**config.mk**
```make
export PLATFORM = sky130hd
export DESIGN_NAME = dual_level_irq_ctrl
export DESIGN_NICKNAME = d
export VERILOG_FILES = /design/src/rtl/irq_pkg.sv /design/src/rtl/irq_pend_bank.sv /design/src/rtl/irq_prio_pick.sv /design/src/rtl/irq_insvc_track.sv /design/src/rtl/dual_level_irq_ctrl.sv
export SDC_FILE = /design/constraint.sdc
export NUM_CORES = 1
export LEC_CHECK = 0
export ABC_CLOCK_PERIOD_IN_PS = 2150
export BUFFER_PORTS_ARGS = -buffer_cell sky130_fd_sc_hd__buf_4
export CORE_MARGIN = 3
export CORE_UTILIZATION = 50
export CTS_CLUSTER_SIZE = 16
export DETAILED_ROUTE_END_ITERATION = 16
export PLACE_DENSITY = 0.86
export SLEW_MARGIN = 0
export SYNTH_ARGS = -nofsm -noshare
export SYNTH_HDL_FRONTEND = slang
export SYNTH_SLANG_ARGS = --single-unit
```
**constraint.sdc**
```tcl
create_clock -name clk -period 2.15 [get_ports clk]
set_clock_uncertainty 0.05 [all_clocks]
set_input_delay 0.215 -clock clk [delete_from_list [all_inputs] [get_ports clk]]
set_output_delay 0.215 -clock clk [all_outputs]
set_load 0.02 [all_outputs]
```
**src/rtl/irq_pkg.sv**
```systemverilog
package irq_pkg;
  localparam int CFG_DW  = 8;
  localparam int GEN_BIT = 7;

  typedef enum logic [1:0] {
    SEL_PEND = 2'd0,
    SEL_EN   = 2'd1,
    SEL_LVL  = 2'd2,
    SEL_CTL  = 2'd3
  } cfg_sel_e;
endpackage

```
**src/rtl/irq_pend_bank.sv**
```systemverilog
module irq_pend_bank #(
  parameter int N_SRC = 6
) (
  input  logic             clk,
  input  logic             rst_n,
  input  logic [N_SRC-1:0] evt_i,
  input  logic             sw_wr_i,
  input  logic [N_SRC-1:0] sw_wdata_i,
  input  logic [N_SRC-1:0] hw_clr_i,
  output logic [N_SRC-1:0] pend_o
);
  logic [N_SRC-1:0] pend_q;
  logic [N_SRC-1:0] pend_d;
  logic [N_SRC-1:0] sw_clr;

  assign sw_clr = sw_wr_i ? ~sw_wdata_i : '0;

  for (genvar i = 0; i < N_SRC; i++) begin : g_flag
    always_comb begin
      pend_d[i] = pend_q[i];
      if (sw_clr[i])                                pend_d[i] = 1'b0;
      else if (evt_i[i] || (sw_wr_i && sw_wdata_i[i])) pend_d[i] = 1'b1;
      else if (hw_clr_i[i])                         pend_d[i] = 1'b0;
    end

    always_ff @(posedge clk or negedge rst_n) begin
      if (!rst_n) pend_q[i] <= 1'b0;
      else        pend_q[i] <= pend_d[i];
    end
  end

  assign pend_o = pend_q;


  evt_sets_flag_chk: assert property (@(posedge clk) disable iff (!rst_n)
    |evt_i |=> ((pend_q & $past(evt_i & ~sw_clr)) == $past(evt_i & ~sw_clr)));


  sw_clear_wins_chk: assert property (@(posedge clk) disable iff (!rst_n)
    sw_wr_i |=> ((pend_q & ~$past(sw_wdata_i)) == '0));
endmodule

```
**src/rtl/irq_prio_pick.sv**
```systemverilog
module irq_prio_pick #(
  parameter int N_SRC = 6,
  localparam int IDX_W = (N_SRC > 1) ? $clog2(N_SRC) : 1
) (
  input  logic [N_SRC-1:0] req_i,
  output logic             found_o,
  output logic [IDX_W-1:0] idx_o
);
  always_comb begin
    idx_o = '0;
    for (int i = N_SRC - 1; i >= 0; i--) begin
      if (req_i[i]) idx_o = IDX_W'(i);
    end
  end

  assign found_o = |req_i;
endmodule

```
**src/rtl/irq_insvc_track.sv**
```systemverilog
module irq_insvc_track (
  input  logic clk,
  input  logic rst_n,
  input  logic take_i,
  input  logic take_hi_i,
  input  logic reti_i,
  output logic ins_hi_o,
  output logic ins_lo_o
);
  logic ins_hi_q, ins_lo_q;
  logic ins_hi_d, ins_lo_d;

  always_comb begin
    ins_hi_d = ins_hi_q;
    ins_lo_d = ins_lo_q;
    if (take_i) begin
      if (take_hi_i) ins_hi_d = 1'b1;
      else           ins_lo_d = 1'b1;
    end else if (reti_i) begin
      if (ins_hi_q)  ins_hi_d = 1'b0;
      else           ins_lo_d = 1'b0;
    end
  end

  always_ff @(posedge clk or negedge rst_n) begin
    if (!rst_n) begin
      ins_hi_q <= 1'b0;
      ins_lo_q <= 1'b0;
    end else begin
      ins_hi_q <= ins_hi_d;
      ins_lo_q <= ins_lo_d;
    end
  end

  assign ins_hi_o = ins_hi_q;
  assign ins_lo_o = ins_lo_q;


  take_marks_level_chk: assert property (@(posedge clk) disable iff (!rst_n)
    take_i |=> ($past(take_hi_i) ? ins_hi_q : ins_lo_q));


  reti_drops_top_chk: assert property (@(posedge clk) disable iff (!rst_n)
    (reti_i && !take_i && ins_hi_q) |=> (!ins_hi_q && $stable(ins_lo_q)));
endmodule

```
**src/rtl/dual_level_irq_ctrl.sv**
```systemverilog
module dual_level_irq_ctrl
  import irq_pkg::*;
#(
  parameter int               N_SRC      = 6,
  parameter logic [N_SRC-1:0] AUTOCLR    = N_SRC'(5),
  parameter int               VEC_W      = 16,
  parameter int               VEC_BASE   = 3,
  parameter int               VEC_STRIDE = 8,
  localparam int              IDX_W      = (N_SRC > 1) ? $clog2(N_SRC) : 1
) (
  input  logic              clk,
  input  logic              rst_n,
  input  logic [N_SRC-1:0]  evt_i,
  input  logic              cfg_we_i,
  input  logic [1:0]        cfg_addr_i,
  input  logic [CFG_DW-1:0] cfg_wdata_i,
  output logic [CFG_DW-1:0] cfg_rdata_o,
  input  logic              instr_done_i,
  input  logic              reti_i,
  output logic              req_o,
  output logic              take_o,
  output logic [VEC_W-1:0]  vec_o
);
  logic [N_SRC-1:0] en_q, en_d, lvl_q, lvl_d;
  logic             gen_q, gen_d;
  logic [N_SRC-1:0] pend, eligible, hi_req, lo_req, hw_clr;
  logic             hi_found, lo_found, hi_ok, lo_ok;
  logic [IDX_W-1:0] hi_idx, lo_idx, win_idx;
  logic             ins_hi, ins_lo;
  logic             pend_wr;
  logic             unused_wdata;

  assign unused_wdata = ^cfg_wdata_i;
  assign pend_wr      = cfg_we_i && (cfg_addr_i == SEL_PEND);

  // configuration registers: next state
  always_comb begin
    en_d  = en_q;
    lvl_d = lvl_q;
    gen_d = gen_q;
    if (cfg_we_i) begin
      case (cfg_addr_i)
        SEL_EN:  en_d  = cfg_wdata_i[N_SRC-1:0];
        SEL_LVL: lvl_d = cfg_wdata_i[N_SRC-1:0];
        SEL_CTL: gen_d = cfg_wdata_i[GEN_BIT];
        default: ;
      endcase
    end
  end

  always_ff @(posedge clk or negedge rst_n) begin
    if (!rst_n) begin
      en_q  <= '0;
      lvl_q <= '0;
      gen_q <= 1'b0;
    end else if (cfg_we_i) begin
      en_q  <= en_d;
      lvl_q <= lvl_d;
      gen_q <= gen_d;
    end
  end

  irq_pend_bank #(.N_SRC(N_SRC)) u_pend (
    .clk        (clk),
    .rst_n      (rst_n),
    .evt_i      (evt_i),
    .sw_wr_i    (pend_wr),
    .sw_wdata_i (cfg_wdata_i[N_SRC-1:0]),
    .hw_clr_i   (hw_clr),
    .pend_o     (pend)
  );

  // masking and per-level arbitration
  assign eligible = pend & en_q & {N_SRC{gen_q}};
  assign hi_req   = eligible & lvl_q;
  assign lo_req   = eligible & ~lvl_q;

  irq_prio_pick #(.N_SRC(N_SRC)) u_pick_hi (
    .req_i (hi_req), .found_o (hi_found), .idx_o (hi_idx)
  );
  irq_prio_pick #(.N_SRC(N_SRC)) u_pick_lo (
    .req_i (lo_req), .found_o (lo_found), .idx_o (lo_idx)
  );

  assign hi_ok   = hi_found && !ins_hi;
  assign lo_ok   = lo_found && !ins_hi && !ins_lo;
  assign req_o   = hi_ok || lo_ok;
  assign win_idx = hi_ok ? hi_idx : lo_idx;
  assign take_o  = req_o && instr_done_i && !reti_i;
  assign vec_o   = req_o ? VEC_W'(VEC_BASE + VEC_STRIDE * int'(win_idx)) : '0;
  assign hw_clr  = take_o ? (AUTOCLR & (N_SRC'(1) << win_idx)) : '0;

  irq_insvc_track u_insvc (
    .clk       (clk),
    .rst_n     (rst_n),
    .take_i    (take_o),
    .take_hi_i (hi_ok),
    .reti_i    (reti_i),
    .ins_hi_o  (ins_hi),
    .ins_lo_o  (ins_lo)
  );

  // register read-back
  always_comb begin
    cfg_rdata_o = '0;
    case (cfg_addr_i)
      SEL_PEND: cfg_rdata_o[N_SRC-1:0] = pend;
      SEL_EN:   cfg_rdata_o[N_SRC-1:0] = en_q;
      SEL_LVL:  cfg_rdata_o[N_SRC-1:0] = lvl_q;
      default:  cfg_rdata_o[GEN_BIT]   = gen_q;
    endcase
  end


  gen_off_quiet_chk: assert property (@(posedge clk) disable iff (!rst_n)
    !gen_q |-> !req_o);


  hi_not_preempted_chk: assert property (@(posedge clk) disable iff (!rst_n)
    ins_hi |-> !take_o);


  lo_only_by_hi_chk: assert property (@(posedge clk) disable iff (!rst_n)
    (ins_lo && take_o) |-> |(lvl_q & (N_SRC'(1) << win_idx)));


  reti_then_retake_chk: assert property (@(posedge clk) disable iff (!rst_n)
    ($past(reti_i) && instr_done_i && !reti_i && req_o) |-> take_o);
endmodule

```
==> run_results.csv <==
group,metric,value,unit
outcome,outcome,"finished, violations left",
outcome,violations,"negative setup slack",
synth,synth_flop_cell,"dfrtp_1",
finish,final_cell_mix,"buf_4 (44), dfrtp_1 (20), mux2_2 (15)",
min_path,hold_end,"u_insvc.ins_hi_o",
timing,fin_crit_sh,107,%
finish,fillers,190,
detailed_routing,via_count,1369,
global_routing,grt_pass1_vias,1280,
synth,synth_cell_type_count,41,
synth,synthArstFlopShare,100,%
synth,synth-warning-count,0,
power_and_ir_drop,ir_drop,0.763,mV
detailed_routing,wire_per_inst,17.8,um
clock_tree,cts_max_path_buffers,2,
clock_tree,cts_tree,"done",
timing,hold_viol,0,
global_routing,antenna_found_initial,0,
finish,n_antenna_cell,0,
clock_tree,clk-insertion-delay-late,310,ps
clock_tree,clkTransAtPathRegs,120,ps
timing,fmax,437,MHz
synth,netlist_instances,151,
die,die_h,60.2,um
finish,final_common_cell,"buf_4",
setup_path,rr_startpoint,"gen_q",
setup_path,r2r_cells,8,
clock_tree,cts_max_level,1,
setup_path,rr_endpoint,"u_pend.pend_o[2]",
setup_path,crit_type,"flop to output pin",
synth,avgSynthCellArea,9.72,um2
placement,postPlaceCellArea,0.00171,mm2
flow_run,drv_cap,0,
synth,synth-seq-area-share,35.8,%
global_routing,grt_start_max_net_pins,22,
timing,whs,42.2,ps
setup_path,worstPathMaxFanout,6,
finish,drive_above_1_share,48.0,%
placement,gp_congestion,0.931,
clock_tree,cts.sinks,21,
detailed_routing,drc,0,
clock_tree,cts-buffers-inserted,3,
setup_path,worstPathRequired,1880,ps
setup_path,crit_arrival,2030,ps
placement,hpwl,2.70,mm
power_and_ir_drop,leakage,0.876,nW
min_path,worstHoldPathCells,2,
placement,port_buffers,33,
detailed_routing,firstDrtPassIters,4,
setup_path,worstSetupStartpointType,"flop",
power_and_ir_drop,power_density,862,mW/mm2
detailed_routing,avgViaCountPerCell,5.98,
detailed_routing,route.antenna.remaining_nets,0,
die,core.rowCount,19,
die,io_pins,47,
timing,rsz0062_at_grt,"true",
clock_tree,root_buffer,"clkbuf_4",
min_path,hp-start,"reti_i",
die,die-area,0.00362,mm2
finish,finalNetCount,220,
setup_path,critPathCaptureType,"output pin",
setup_path,rrSetupSlack,60,ps
global_routing,grt_overflow_total,0,
power_and_ir_drop,p_total,1.69,mW
timing,worst_slack,-141,ps
synth,ys_seq_elements,21,
min_path,hold_path_class,"input pin to flop",
finish,finalInstanceArea,0.00196,mm2
finish,post-route-util,70.4,%
die,coreArea,0.00278,mm2
detailed_routing,routed_wl,4.09,mm
finish,area_delta_synth_final,33.4,%
global_routing,track_usage,22.3,%
die,start_util,52.8,%
detailed_routing,drt_iter0_markers,62,
timing,maxSlewViolCount,0,
placement,place_worst_setup_slack,20.8,ps
synth,netlist_area,0.00147,mm2
global_routing,grt_pass1_wl,6.01,mm
timing,timing.final.crit_period,2290,ps
synth,synth_edf_count,0,
timing,setup-violations-final,7,
die,die_w,60.2,um
cell families after synthesis:
logic type	count (synthesis)	share of synthesized area (%)
AND/OR/NAND/NOR	55	24.9
flip-flops	21	35.8
AO/OA/AOI/OAI	30	13.0
multiplexers	22	16.3
buffers and inverters	22	9.80
other	1	0.256
where the power goes:
part	total, mW	switching, mW	internal [mW]
registers	0.570	0.105	0.465
logic	0.922	0.456	0.466
clock network	0.196	0.126	0.0695
synthesized netlist by cell type, drive strengths merged (2+ instances only):
master,instances,area (um2)
nand2,10,37.5
a2111oi,3,33.8
buf,16,121
nand4b,2,32.5
and4,4,40.0
and4b,3,36.3
nand3,4,20.0
nand3b,2,15.0
mux2,15,169
a31oi,3,18.8
clkbuf,2,7.51
and3,2,15.0
o21ba,2,20.0
inv,4,15.0
dfrtp,21,526
nor3b,4,30.0
a211oi,2,15.0
o21ai,12,60.1
nand4,3,18.8
a21oi,7,35.0
nor2,11,41.3
mux2i,7,70.1
nor4,2,12.5
worst max-delay path, cell delays in order (launching register included):
cell	delay, ps
dfrtp_2	480
buf_6	150
nand4_1	160
nand4bb_1	150
buf_4	180
o21ai_2	120
mux2i_1	250
nor2_1	70
buf_4	160
final cells by class:
cell class | instances | area (um2) | area share (%)
multi-input cells | 119 | 953 | 48.7
well taps | 31 | 38.8 | 1.98
clock inverters | 1 | 5.00 | 0.256
flip-flops and latches | 21 | 527 | 26.9
clock buffers | 3 | 22.5 | 1.15
repair buffers | 50 | 397 | 20.3
inverters | 4 | 15.0 | 0.767
layer usage:
metal	track usage, %	vias up	part of all wire (%)
met5	0	-	0
met3	2.81	9	7.1
li1	-	628	-
met2	37.2	80	51
met1	29.0	652	39
met4	8.86	0	2.0
through the flow:
step	cells	TNS (ps)
after floorplan	162	0
after global placement	214	0
after detailed placement	214	0
after CTS	225	-1020
after global routing	229	-1540
final	229	-919
sequential cells by signal (all words and copies together) (netlist names):
signal	cells
gen_q	1
u_insvc.ins_hi_o	1
lvl_q	6
u_pend.pend_o	6
u_insvc.ins_lo_o	1
en_q	6
worst max path at each step:
stage	startpoint	endpoint	slack [ps]	depth (start not counted)
floorplan	gen_q	vec_o[0]	120	6
global placement	gen_q	vec_o[3]	70	7
detailed placement	gen_q	req_o	20	6
CTS	gen_q	vec_o[4]	-170	8
global route	gen_q	vec_o[3]	-260	8
finish	gen_q	vec_o[3]	-140	8
timing repair:
item                                   CTS  global route
cloned                                   0             0
pin swaps                                7             8
endpoints found under the hold margin   21             0
hold buffers                             1             0
setup buffers                            6             4
resized for setup                       10            22
setup endpoints to repair                7             9
No activity file was read; power rests on OpenSTA's default activity.
